## config.mk

```make
export PLATFORM = sky130hd
export DESIGN_NAME = trigless_pkt_agg
export DESIGN_NICKNAME = d
export VERILOG_FILES = /design/src/rtl/tla_pkg.sv /design/src/rtl/tla_rr_arb.sv /design/src/rtl/tla_pkt_ctrl.sv /design/src/rtl/tla_word_ser.sv /design/src/rtl/trigless_pkt_agg.sv
export SDC_FILE = /design/constraint.sdc
export NUM_CORES = 1
export LEC_CHECK = 0
export BUFFER_PORTS_ARGS = -buffer_cell sky130_fd_sc_hd__buf_2
export CORE_MARGIN = 4
export CORE_UTILIZATION = 40
export DETAILED_ROUTE_END_ITERATION = 6
export HOLD_SLACK_MARGIN = 0.1
export PLACE_DENSITY = 0.74
export SETUP_SLACK_MARGIN = 0.15
export SLEW_MARGIN = 10
export SYNTH_ARGS = -nofsm -noshare
export SYNTH_HDL_FRONTEND = slang
export SYNTH_SLANG_ARGS = --single-unit
```

## constraint.sdc

```tcl
create_clock -name clk -period 10.9 [get_ports clk]
set_input_delay 0 -clock clk [delete_from_list [all_inputs] [get_ports clk]]
set_output_delay 0 -clock clk [all_outputs]
set_load 0.05 [all_outputs]
```

## src/rtl/tla_pkg.sv

```systemverilog
// Shared types and helpers for the trigger-less link merger.
// Assumes index arithmetic stays below twice the link count.
package tla_pkg;

    // Packet position tags carried along with each accepted word
    typedef struct packed {
        logic first;
        logic last;
    } wtag_t;

    // Modular add for rotating indices: base < n and off <= n
    function automatic int wrap_add(input int base, input int off, input int n);
        int s;
        s = base + off;
        if (s >= n) s = s - n;
        return s;
    endfunction

endpackage

```

## src/rtl/tla_rr_arb.sv

```systemverilog
// Rotating-priority arbiter. It grants the first requester above the last
// granted index, wrapping around. The pointer moves only when a grant is
// actually used (advance). Assumes N >= 2.
module tla_rr_arb
    import tla_pkg::*;
#(
    parameter int N = 4,
    localparam int IW = (N > 1) ? $clog2(N) : 1
) (
    input  logic          clk,
    input  logic          rst_n,
    input  logic [N-1:0]  req,
    input  logic          advance,
    output logic [N-1:0]  gnt,
    output logic [IW-1:0] gnt_idx
);

    logic [IW-1:0] last_q;
    int            cand;

    // Search upward from the last granted index for the first requester
    always_comb begin
        gnt     = '0;
        gnt_idx = last_q;
        cand    = 0;
        for (int k = 1; k <= N; k++) begin
            cand = wrap_add(int'(last_q), k, N);
            if (gnt == '0 && req[cand]) begin
                gnt[cand] = 1'b1;
                gnt_idx   = IW'(cand);
            end
        end
    end

    // Remember the last served link; reset makes link 0 first in line
    always_ff @(posedge clk) begin
        if (!rst_n) begin
            last_q <= IW'(N - 1);
        end else if (advance) begin
            last_q <= gnt_idx;
        end
    end

endmodule

```

## src/rtl/tla_pkt_ctrl.sv

```systemverilog
// Packet boundary control. It counts the words in the current packet and
// the time frames seen on the reference link, which is the lowest enabled
// link. It tags each accepted word as first and/or last of a packet.
// A word-count closure keeps the frame count running.
module tla_pkt_ctrl
    import tla_pkg::*;
#(
    parameter int N      = 4,
    parameter int FRAMES = 8,
    parameter int WORDS  = 180,
    localparam int IW  = (N > 1) ? $clog2(N) : 1,
    localparam int WCW = $clog2(WORDS + 1),
    localparam int FCW = $clog2(FRAMES + 1)
) (
    input  logic          clk,
    input  logic          rst_n,
    input  logic [N-1:0]  en,
    input  logic          accept,
    input  logic [IW-1:0] src_idx,
    input  logic          src_frame,
    output wtag_t         tag
);

    logic [WCW-1:0] wcnt_q;
    logic [FCW-1:0] fcnt_q;
    logic [IW-1:0]  ref_idx;
    logic           is_ref_frame;
    logic           close_frame;
    logic           close_words;

    // Pick the lowest enabled link as the time reference
    always_comb begin
        ref_idx = '0;
        for (int i = N - 1; i >= 0; i--) begin
            if (en[i]) ref_idx = IW'(i);
        end
    end

    // Decide the tags of the word being accepted this cycle
    always_comb begin
        is_ref_frame = src_frame && (src_idx == ref_idx);
        close_frame  = is_ref_frame && (fcnt_q == FCW'(FRAMES - 1));
        close_words  = (wcnt_q == WCW'(WORDS - 1));
        tag.first    = (wcnt_q == '0);
        tag.last     = close_frame || close_words;
    end

    // Advance the word and frame counters on each accepted word
    always_ff @(posedge clk) begin
        if (!rst_n) begin
            wcnt_q <= '0;
            fcnt_q <= '0;
        end else if (accept) begin
            wcnt_q <= tag.last ? '0 : wcnt_q + 1'b1;
            if (close_frame) begin
                fcnt_q <= '0;
            end else if (is_ref_frame) begin
                fcnt_q <= fcnt_q + 1'b1;
            end
        end
    end

endmodule

```

## src/rtl/tla_word_ser.sv

```systemverilog
// Word-to-byte serializer with one word of storage. It sends the most
// significant byte first and holds its output while stalled. It reports
// can_load so a new word can enter in the cycle its last byte is taken.
module tla_word_ser
    import tla_pkg::*;
#(
    parameter int WB = 8,
    localparam int WW = WB * 8,
    localparam int BW = (WB > 1) ? $clog2(WB) : 1
) (
    input  logic          clk,
    input  logic          rst_n,
    input  logic          load,
    input  logic [WW-1:0] word,
    input  wtag_t         tag,
    input  logic          out_ready,
    output logic          out_valid,
    output logic [7:0]    out_byte,
    output logic          out_first,
    output logic          out_last,
    output logic          can_load
);

    logic [WW-1:0] sreg_q;
    logic [BW-1:0] idx_q;
    logic          busy_q;
    wtag_t         tag_q;
    logic          at_end;
    logic          take;

    // Handshake and slot status
    always_comb begin
        at_end   = (idx_q == BW'(WB - 1));
        take     = busy_q && out_ready;
        can_load = !busy_q || (out_ready && at_end);
    end

    // Load a new word or shift out the byte just taken
    always_ff @(posedge clk) begin
        if (!rst_n) begin
            sreg_q <= '0;
            idx_q  <= '0;
            busy_q <= 1'b0;
            tag_q  <= '0;
        end else if (load) begin
            sreg_q <= word;
            idx_q  <= '0;
            busy_q <= 1'b1;
            tag_q  <= tag;
        end else if (take) begin
            sreg_q <= sreg_q << 8;
            idx_q  <= at_end ? '0 : idx_q + 1'b1;
            if (at_end) busy_q <= 1'b0;
        end
    end

    // Present the top byte with packet markers on the edge bytes
    always_comb begin
        out_valid = busy_q;
        out_byte  = sreg_q[WW-1 -: 8];
        out_first = busy_q && tag_q.first && (idx_q == '0);
        out_last  = busy_q && tag_q.last && at_end;
    end

endmodule

```

## src/rtl/trigless_pkt_agg.sv

```systemverilog
// Trigger-less packet aggregator. It merges words from the enabled links
// in rotation into a byte packet stream. A packet closes on the eighth
// reference time frame or at the word limit, whichever comes first.
// Assumes N_LINKS >= 2 and that each link's word and flags stay steady
// while its valid is high in a cycle.
module trigless_pkt_agg
    import tla_pkg::*;
#(
    parameter int N_LINKS        = 4,
    parameter int WORD_BYTES     = 8,
    parameter int FRAMES_PER_PKT = 8,
    parameter int WORDS_PER_PKT  = 180,
    parameter int MAX_PKT_BYTES  = 1500
) (
    input  logic                          clk,
    input  logic                          rst_n,
    input  logic [N_LINKS-1:0]            lnk_en,
    input  logic [N_LINKS-1:0]            lnk_valid,
    output logic [N_LINKS-1:0]            lnk_ready,
    input  logic [N_LINKS-1:0]            lnk_frame,
    input  logic [N_LINKS*WORD_BYTES*8-1:0] lnk_word,
    output logic                          out_valid,
    input  logic                          out_ready,
    output logic [7:0]                    out_byte,
    output logic                          out_first,
    output logic                          out_last
);

    localparam int WW = WORD_BYTES * 8;
    localparam int IW = (N_LINKS > 1) ? $clog2(N_LINKS) : 1;

    logic [WW-1:0]      word_arr [N_LINKS];
    logic [N_LINKS-1:0] req;
    logic [N_LINKS-1:0] gnt;
    logic [IW-1:0]      gnt_idx;
    logic               can_load;
    logic               accept;
    logic [WW-1:0]      sel_word;
    logic               sel_frame;
    wtag_t              tag;

    // Split the flat word bus into one word per link
    for (genvar g = 0; g < N_LINKS; g++) begin : g_unpack
        assign word_arr[g] = lnk_word[g*WW +: WW];
    end

    // Requests come only from enabled links; a grant is used only when the serializer has room
    always_comb begin
        req       = lnk_valid & lnk_en;
        lnk_ready = gnt & {N_LINKS{can_load}};
        accept    = |lnk_ready;
        sel_word  = word_arr[gnt_idx];
        sel_frame = lnk_frame[gnt_idx];
    end

    tla_rr_arb #(.N(N_LINKS)) u_arb (
        .clk     (clk),
        .rst_n   (rst_n),
        .req     (req),
        .advance (accept),
        .gnt     (gnt),
        .gnt_idx (gnt_idx)
    );

    tla_pkt_ctrl #(
        .N      (N_LINKS),
        .FRAMES (FRAMES_PER_PKT),
        .WORDS  (WORDS_PER_PKT)
    ) u_ctrl (
        .clk       (clk),
        .rst_n     (rst_n),
        .en        (lnk_en),
        .accept    (accept),
        .src_idx   (gnt_idx),
        .src_frame (sel_frame),
        .tag       (tag)
    );

    tla_word_ser #(.WB(WORD_BYTES)) u_ser (
        .clk       (clk),
        .rst_n     (rst_n),
        .load      (accept),
        .word      (sel_word),
        .tag       (tag),
        .out_ready (out_ready),
        .out_valid (out_valid),
        .out_byte  (out_byte),
        .out_first (out_first),
        .out_last  (out_last),
        .can_load  (can_load)
    );

endmodule

```

==> results of run 1 <==
-- state kept, by name, indices dropped and copies added, names as in the netlist --
signal and count:
u_ser.sreg_q 64, u_ser.out_valid 1, u_ser.tag_q 2, u_arb.last_q 2, u_ctrl.fcnt_q 4, u_ser.idx_q 3, u_ctrl.wcnt_q 8
-- metal layers --
| layer | routed length, µm | GRT usage |
|---|---|---|
| met5 | 19 | 0 |
| met4 | 1581 | 0.1543 |
| met3 | 2110 | 0.06269 |
| met2 | 12380 | 0.4701 |
| met1 | 10060 | 0.3296 |
-- Yosys cell counts (8+ instances only) --
library cell / n
buf_2: 13
a21oi_1: 10
ha_1: 14
nand2_1: 285
mux2i_1: 61
inv_1: 10
nor2_1: 26
clkbuf_1: 47
a32oi_1: 57
nand3_1: 81
o21ai_0: 11
a32o_1: 8
buf_4: 9
dfxtp_1: 84
and3_1: 61
-- placed cells by master, fill, tap and decap left out, types with 3 or more instances in the layout --
cell / netlist / routed
nor4b_1: 3 / 3
ha_1: 14 / 14
o21ai_1: 4 / 3
buf_4: 9 / 7
nand3_1: 81 / 81
and3_1: 61 / 61
and2_1: 5 / 5
nor2b_1: 4 / 4
o21ai_0: 11 / 11
nand4_1: 4 / 4
o21a_1: 6 / 5
a21oi_1: 10 / 10
clkbuf_16: 0 / 9
or2_2: 4 / 4
xor2_1: 3 / 3
dfxtp_1: 84 / 84
inv_1: 10 / 10
nand4b_1: 4 / 4
nand2b_1: 3 / 3
diode_2: 0 / 5
nor3_2: 3 / 3
mux2i_1: 61 / 61
bufinv_16: 0 / 3
nor3_1: 5 / 5
a32oi_1: 57 / 57
nand2_1: 285 / 284
a32o_1: 8 / 8
buf_2: 13 / 285
nor2_1: 26 / 24
dlygate4sd3_1: 0 / 185
xnor2_1: 5 / 5
-- metrics by stage --
step / hold WS, ns / instances
4_1_cts: 0.1004 / 1512
2_1_floorplan: 0.1601 / 884
3_3_place_gp: 0.3358 / 1311
6_report: 0.1138 / 1517
3_5_place_dp: 0.3474 / 1311
5_1_grt: 0.1117 / 1517
-- repair_timing --
item	CTS	global route
endpoints found under the hold margin	65	0
hold buffers	185	0
gates resized for setup	0	0
-- worst register-to-register path: stages (launching register included) --
cell and delay [ns]:
dfxtp_1 0.71, inv_2 0.21, ha_1 0.45, nand4b_1 0.27, o31a_1 0.21, a21oi_1 0.42, nor2_1 0.14, a222oi_1 0.77
nand4_1 0.41, o21ai_4 0.40, buf_4 0.87, nand2_1 0.37, nand3_1 0.14, dlygate4sd3_1 0.55, and3_1 0.15, dlygate4sd3_1 0.55
-- how the worst max path moves through the flow --
| stage | start | endpoint | slack (ns) | cells after the start |
|---|---|---|---|---|
| floorplan | u_arb.last_q[1] | u_ser.sreg_q[34] | 6.11 | 15 |
| global placement | u_arb.last_q[0] | u_ser.sreg_q[58] | 5.59 | 13 |
| detailed placement | u_arb.last_q[0] | u_ser.sreg_q[36] | 5.46 | 13 |
| CTS | u_arb.last_q[0] | u_ser.sreg_q[63] | 4.35 | 15 |
| global route | u_arb.last_q[0] | u_ser.sreg_q[40] | 3.70 | 15 |
| finish | u_arb.last_q[0] | u_ser.sreg_q[18] | 4.23 | 15 |
-- kinds of logic (layout without fill, tap and decap cells) --
family / count (synthesis) / in the layout / share of synthesized area
and+or+nand+nor: 499 / 499 / 0.3622
other: 0 / 5 / 0
AOI/OAI and AO/OA: 129 / 129 / 0.1671
xor gates and xnor gates: 8 / 8 / 0.01112
buffers and inverters: 87 / 504 / 0.06094
adders and majority gates: 14 / 14 / 0.02779
DFF: 84 / 84 / 0.2668
muxes: 63 / 63 / 0.1040
-- power by group through the flow --
stage	Clock (µW)	Sequential, µW	Combinational, µW
6_report	359	485	2120
5_1_grt	377	494	2300
4_1_cts	363	482	2050
3_5_place_dp	0	489	1650
3_3_place_gp	0	486	1630
2_1_floorplan	0	460	1300
-- layout make-up --
class | instances | share of cell area
antenna | 5 | 0.001257
sequential | 84 | 0.1690
inverter | 11 | 0.004149
clock inverter | 5 | 0.01081
clock buffer | 11 | 0.02339
timing repair buffer | 477 | 0.3347
tap | 211 | 0.02653
multi-input combinational | 713 | 0.4302
==> reports/qor.yml, run 1 <==
routing:
  viasPerCell: 5.562
  drtIter0Drc: 760
  drc: 0
  ant_nets: 0
  dr.pass1.iters: 5
  wl_um: 26150
  vias: 8438
  routedWlPerCell_um: 17.24
yosys:
  synth_area_per_cell_um2: 7.131
  synth-seq-area-share: 0.2668
  ys_async_sr_fraction: 0
  synth_top_cells_by_area: "dfxtp_1 (27%), nand2_1 (17%), mux2i_1 (9.7%)"
  ys_ff_latch: 84
  synth_top_area_share: 0.2668
  syn_nets: 1169
  synth_edf_count: 0
  synth_cells: 884
  syn_area_um2: 6304
  synth-main-ff-cell: "dfxtp_1"
  synth.distinct_cells: 65
  yosys_warnings: 0
  synth_top_area_cell: "dfxtp_1"
worst_setup_path:
  start_kind: "flop"
  crit_path_end_kind: "flop"
  reg2reg_depth: 15
  crit_chain: "inv_2 > ha_1 > nand4b_1 > o31a_1 > a21oi_1 > nor2_1 > a222oi_1 > nand4_1 > o21ai_4 > buf_4 > nand2_1 > nand3_1 > dlygate4sd3_1 > and3_1 > dlygate4sd3_1"
  cp.required_ns: 11.19
  worst_r2r_endpoint: "u_ser.sreg_q[18]"
  crit_fanout: 102
  critPathTopFamily: "buffers and inverters"
  timing.rr.start: "u_arb.last_q[0]"
  reg2reg_setup_slack_ns: 4.23
  crit_slowest_cell: "buf_4"
  worstPathArrival_ns: 6.95
  max_stage_delay_ns: 0.87
  critical_path_buf_inv_count: 4
  crit_type: "reg2reg"
  cpMostUsedCell: "dlygate4sd3_1"
sta:
  finalSetupTns_ns: 0
  tightest_slew_ns: 1.080
  slew_headroom: 0.2803
  maxSlewViolCount: 0
  rsz0062_at_grt: "false"
  finClkSkew_ns: 0.009748
  finalCritPeriodShare: 0.6117
  fmax_ghz: 0.1500
  setup_viol: 0
  finalWorstSetupSlack_ns: 4.232
  finalHoldViolations: 0
  fin_crit_ns: 6.668
clock_network:
  cts-root-buf: "clkbuf_16"
  cts_sinks: 84
  clockBufferDepth: 2
  cts_inserted_buffers: 9
  clk_latency_ns: 0.35
  path_clk_slew_ns: 0.06
  htree_levels: 3
  cts_tree: "built"
  post_cts_buffers: 0
floorplanning:
  start_util: 0.4116
  rows: 45
  dieArea_um2: 17830
  die_y_um: 133.5
  die_w_um: 133.5
  boundaryPins: 286
  core_um2: 15310
hold_path:
  holdPathStages: 4
  worst_hold_path.endpoint: "u_ser.sreg_q[43]"
  hold_path.class: "in2reg"
  hp-start: "lnk_word[107]"
place:
  hpwl_um: 16760
  gp_congestion: 0.8646
  dpl_worst_slack_ns: 5.459
  placed_cell_area_um2: 7746
  port-buffer-count: 285
final_layout:
  multiInputGateArea_um2: 4280
  fin_util: 0.6498
  drive_above_1_share: 0.2521
  fin_nets: 1581
  design_area_um2: 9951
  regArea_um2: 1682
  areaGrowthSynthToFinish_pct: 57.86
  fillers: 1235
power:
  pwr-share-seq: 0.163
  switching_share: 0.4699
  totalPowerFinal_uw: 2967
  p_switching_uw: 1395
  power_density_nw_per_um2: 298.2
  clkPwrFrac: 0.121
  p_leak_uw: 0.004802
  p_int_uw: 1573
  peakVddDrop_mv: 0.2149
  comb_power_share: 0.716
flow_run:
  maxCapViolCount: 0
global_routing:
  grt_max_degree: 103
  antenna_found_initial: 6
  grt_pass1_vias: 8185
  track_usage: 0.2794
  grt_overflow: 0
  grt_pass1_wl_um: 40670
outcome:
  outcome: "completed"
Note: power is estimated with default switching activity, not from simulation.
==> run 2: changes to the inputs <==
--- a/config.mk
+++ b/config.mk
@@ -5,12 +5,13 @@
 export SDC_FILE = /design/constraint.sdc
 export NUM_CORES = 1
 export LEC_CHECK = 0
+export ABC_AREA = 1
 export BUFFER_PORTS_ARGS = -buffer_cell sky130_fd_sc_hd__buf_2
 export CORE_MARGIN = 4
 export CORE_UTILIZATION = 40
 export DETAILED_ROUTE_END_ITERATION = 6
 export HOLD_SLACK_MARGIN = 0.1
-export PLACE_DENSITY = 0.74
+export PLACE_DENSITY = 0.73
 export SETUP_SLACK_MARGIN = 0.15
 export SLEW_MARGIN = 10
 export SYNTH_ARGS = -nofsm -noshare
==> constraint.sdc (replaced) <==
create_clock -name clk -period 6.5 [get_ports clk]
set_input_delay 0 -clock clk [delete_from_list [all_inputs] [get_ports clk]]
set_output_delay 0 -clock clk [all_outputs]
set_load 0.05 [all_outputs]
==> run 2 against run 1 <==
  * Worst setup slack got worse by 2.2 ns
  * Clock skew fell by 0.0047 ns
  * Clock-buffer cell count fell by 1
  * Sequential share of layout area rose by 3.2 points
  * Core utilization fell by 15 points
  * First-iteration DRC count fell by 19%
  * Global-route usage fell by 7.3 points
  * Critical path type unchanged
  * Critical endpoint is now u_ser.sreg_q[9]
==> reports/qor.yml, run 2 <==
outcome:
  outcome: "completed"
hold_path:
  hp-start: "lnk_word[6]"
  hold_path.class: "in2reg"
  holdPathStages: 5  # +1
  worst_hold_path.endpoint: "u_ser.sreg_q[6]"
worst_setup_path:
  reg2reg_setup_slack_ns: 2.00  # -2.23 ns
  cp.required_ns: 6.78  # -4.41 ns
  crit_path_end_kind: "flop"
  start_kind: "flop"
  worst_r2r_endpoint: "u_ser.sreg_q[9]"
  timing.rr.start: "u_arb.last_q[0]"
  reg2reg_depth: 24  # +9
  crit_type: "reg2reg"
  critical_path_buf_inv_count: 5  # +1
  max_stage_delay_ns: 0.64  # -0.23 ns
  worstPathArrival_ns: 4.78  # -2.17 ns
  cpMostUsedCell: "nand2_1"
  critPathTopFamily: "simple AND/OR/NAND/NOR gates"
  crit_chain: "inv_6 > ha_1 > inv_1 > nand3_2 > nand2_2 > o31ai_2 > nand3_2 > nand2_2 > nor2_2 > nand3_4 > o21bai_4 > nor2_4 > nand3_1 > nand2_1 > nand2_1 > nand2_1 > inv_2 > nand2_8 > nor2_4 > buf_4 > nand2_1 > nand3_1 > nand2_1 > inv_1"
  crit_fanout: 79  # -23%
  crit_slowest_cell: "dfxtp_1"
clock_network:
  cts_inserted_buffers: 9  # unchanged
  cts_sinks: 84  # unchanged
  htree_levels: 3  # unchanged
  cts-root-buf: "clkbuf_16"
  path_clk_slew_ns: 0.06  # about the same
  cts.hold.buffers_added: 0  # -100%
  clockBufferDepth: 2  # unchanged
  cts_tree: "built"
  cts_resized: 0  # unchanged
  clk_latency_ns: 0.33  # -0.02 ns
  post_cts_buffers: 0  # unchanged
yosys:
  synth_edf_count: 0  # unchanged
  syn_area_um2: 6797  # +7.8%
  yosys_warnings: 0  # unchanged
  synth-seq-area-share: 0.2474  # -0.01935
  synth_top_cells_by_area: "nand2_1 (29%), dfxtp_1 (25%), nand3_1 (6.6%)"
  synth_cells: 1214  # +37%
  synthTopCellsByCount: "nand2_1 (533), nor2_1 (99), inv_1 (96)"
  synth_top_area_share: 0.2944  # +0.02759
  synth-main-ff-cell: "dfxtp_1"
  syn_nets: 1499  # +28%
  ys_ff_latch: 84  # unchanged
  synth_area_per_cell_um2: 5.598  # -21%
  ys_async_sr_fraction: 0  # unchanged
  synth.distinct_cells: 40  # -38%
  synth_top_area_cell: "nand2_1"
  synth_most_common_cell: "nand2_1"
sta:
  maxSlewViolCount: 0  # unchanged
  finClkSkew_ns: 0.005009  # -0.004739 ns
  fmax_ghz: 0.2221  # +48%
  fin_crit_ns: 4.503  # -2.165 ns
  rsz0062_at_grt: "false"
  finalSetupTns_ns: 0  # unchanged
  setup_viol: 0  # unchanged
  finalCritPeriodShare: 0.6927  # +0.08096
  slew_headroom: 0.3056  # +0.02530
  finalHoldViolations: 0  # unchanged
  tightest_slew_ns: 1.042  # -0.03795 ns
floorplanning:
  start_util: 0.4084  # -0.003211
  boundaryPins: 286  # unchanged
  core_um2: 16640  # +8.7%
  die_y_um: 138.4  # +3.6%
  rows: 47  # +4.4%
  dieArea_um2: 19140  # +7.3%
  die_w_um: 138.4  # +3.6%
routing:
  wl_um: 21250  # -19%
  routedWlPerCell_um: 12.79  # -26%
  dr.pass1.iters: 5  # unchanged
  ant_nets: 0  # unchanged
  drtIter0Drc: 619  # -19%
  vias: 8052  # -4.6%
  drc: 0  # unchanged
  viasPerCell: 4.848  # -13%
final_layout:
  fillers: 1800  # +46%
  reg_top3: "u_ser.sreg_q x64, u_ctrl.wcnt_q x8, u_ctrl.fcnt_q x4"
  largest_register_ffs: 64  # unchanged
  fin_nets: 1721  # +8.9%
  regMostFlops: "u_ser.sreg_q"
  final_common_cell: "nand2_1"
  fin_util: 0.5038  # -0.1460
  n_antenna_cell: 0  # -5
  areaGrowthSynthToFinish_pct: 23.36
  mostFrequentLayoutCells: "nand2_1 (530), buf_2 (285), nor2_1 (99)"
  drive_above_1_share: 0.2359  # -0.01617
place:
  port-buffer-count: 285  # unchanged
  gp_congestion: 0.9009  # +4.2%
  hpwl_um: 15480  # -7.7%
global_routing:
  grt_overflow: 0  # unchanged
  track_usage: 0.2060  # -0.07343
  antenna_found_initial: 0  # -6
  grt_pass1_wl_um: 34040  # -16%
  grt_max_degree: 111  # +7.8%
  grt_pass1_vias: 7342  # -10%
flow_run:
  maxCapViolCount: 0  # unchanged
-- run 2: layout make-up --
cell class                      instances  area [µm²]  share of cell area
Clock inverter                          6       70.07            0.008357
Clock buffer                           10       239.0             0.02850
Multi-Input combinational cell        947        4259              0.5080
Sequential cell                        84        1682              0.2006
Inverter                              104       395.4             0.04716
Tap cell                              220       275.3             0.03283
Timing Repair Buffer                  290        1464              0.1746
-- run 2: cell families (layout without fill, tap and decap cells) --
| logic type | Yosys count | count (layout) | share of synthesized area |
|---|---|---|---|
| simple gates | 757 | 757 | 0.4589 |
| xor+xnor | 3 | 3 | 0.003867 |
| buf+inv | 183 | 410 | 0.1285 |
| fa+ha+maj | 14 | 14 | 0.02577 |
| compound gates | 173 | 173 | 0.1355 |
| flops | 84 | 84 | 0.2474 |
-- run 2: layer usage --
metal / GRT usage / vias to the layer above / share of wire
li1: - / 4245 / -
met1: 0.2623 / 3533 / 0.45
met2: 0.3587 / 243 / 0.47
met3: 0.04040 / 31 / 0.062
met4: 0.05096 / 0 / 0.016
met5: 0 / - / 0
-- run 2: stage by stage --
step           hold WS, ns  instances  area [µm²]  setup slack [ns]
3_3_place_gp        0.4510       1645        8075             2.163
5_1_grt             0.1361       1661        8384             1.528
2_1_floorplan       0.1796       1214        6797             3.443
4_1_cts             0.1135       1661        8384             2.003
6_report            0.1232       1661        8384             1.997
3_5_place_dp        0.4586       1645        8075             2.025
-- run 2: worst reg2reg max path: cells and delay by family (launching register included) --
family / cells / cell delay [ns]
compound gates: 2 / 0.30
fa+ha+maj: 1 / 0.36
flops: 1 / 0.64
simple gates: 16 / 2.29
buf+inv: 5 / 0.85
-- run 2: worst max path at each step --
stage                         start               end  slack [ns]  cells past startpoint
floorplan           u_arb.last_q[0]  u_ser.sreg_q[54]        3.44                     25
global placement    u_arb.last_q[0]  u_ser.sreg_q[24]        2.16                     24
detailed placement  u_arb.last_q[0]   u_ser.sreg_q[9]        2.03                     24
CTS                 u_arb.last_q[0]   u_ser.sreg_q[9]        2.00                     24
global route        u_arb.last_q[0]  u_ser.sreg_q[24]        1.53                     24
finish              u_arb.last_q[0]   u_ser.sreg_q[9]        2.00                     24
Power of run 2 is not shown: default switching activity piles up to over one toggle a cycle in this logic, so the estimate is an artifact.
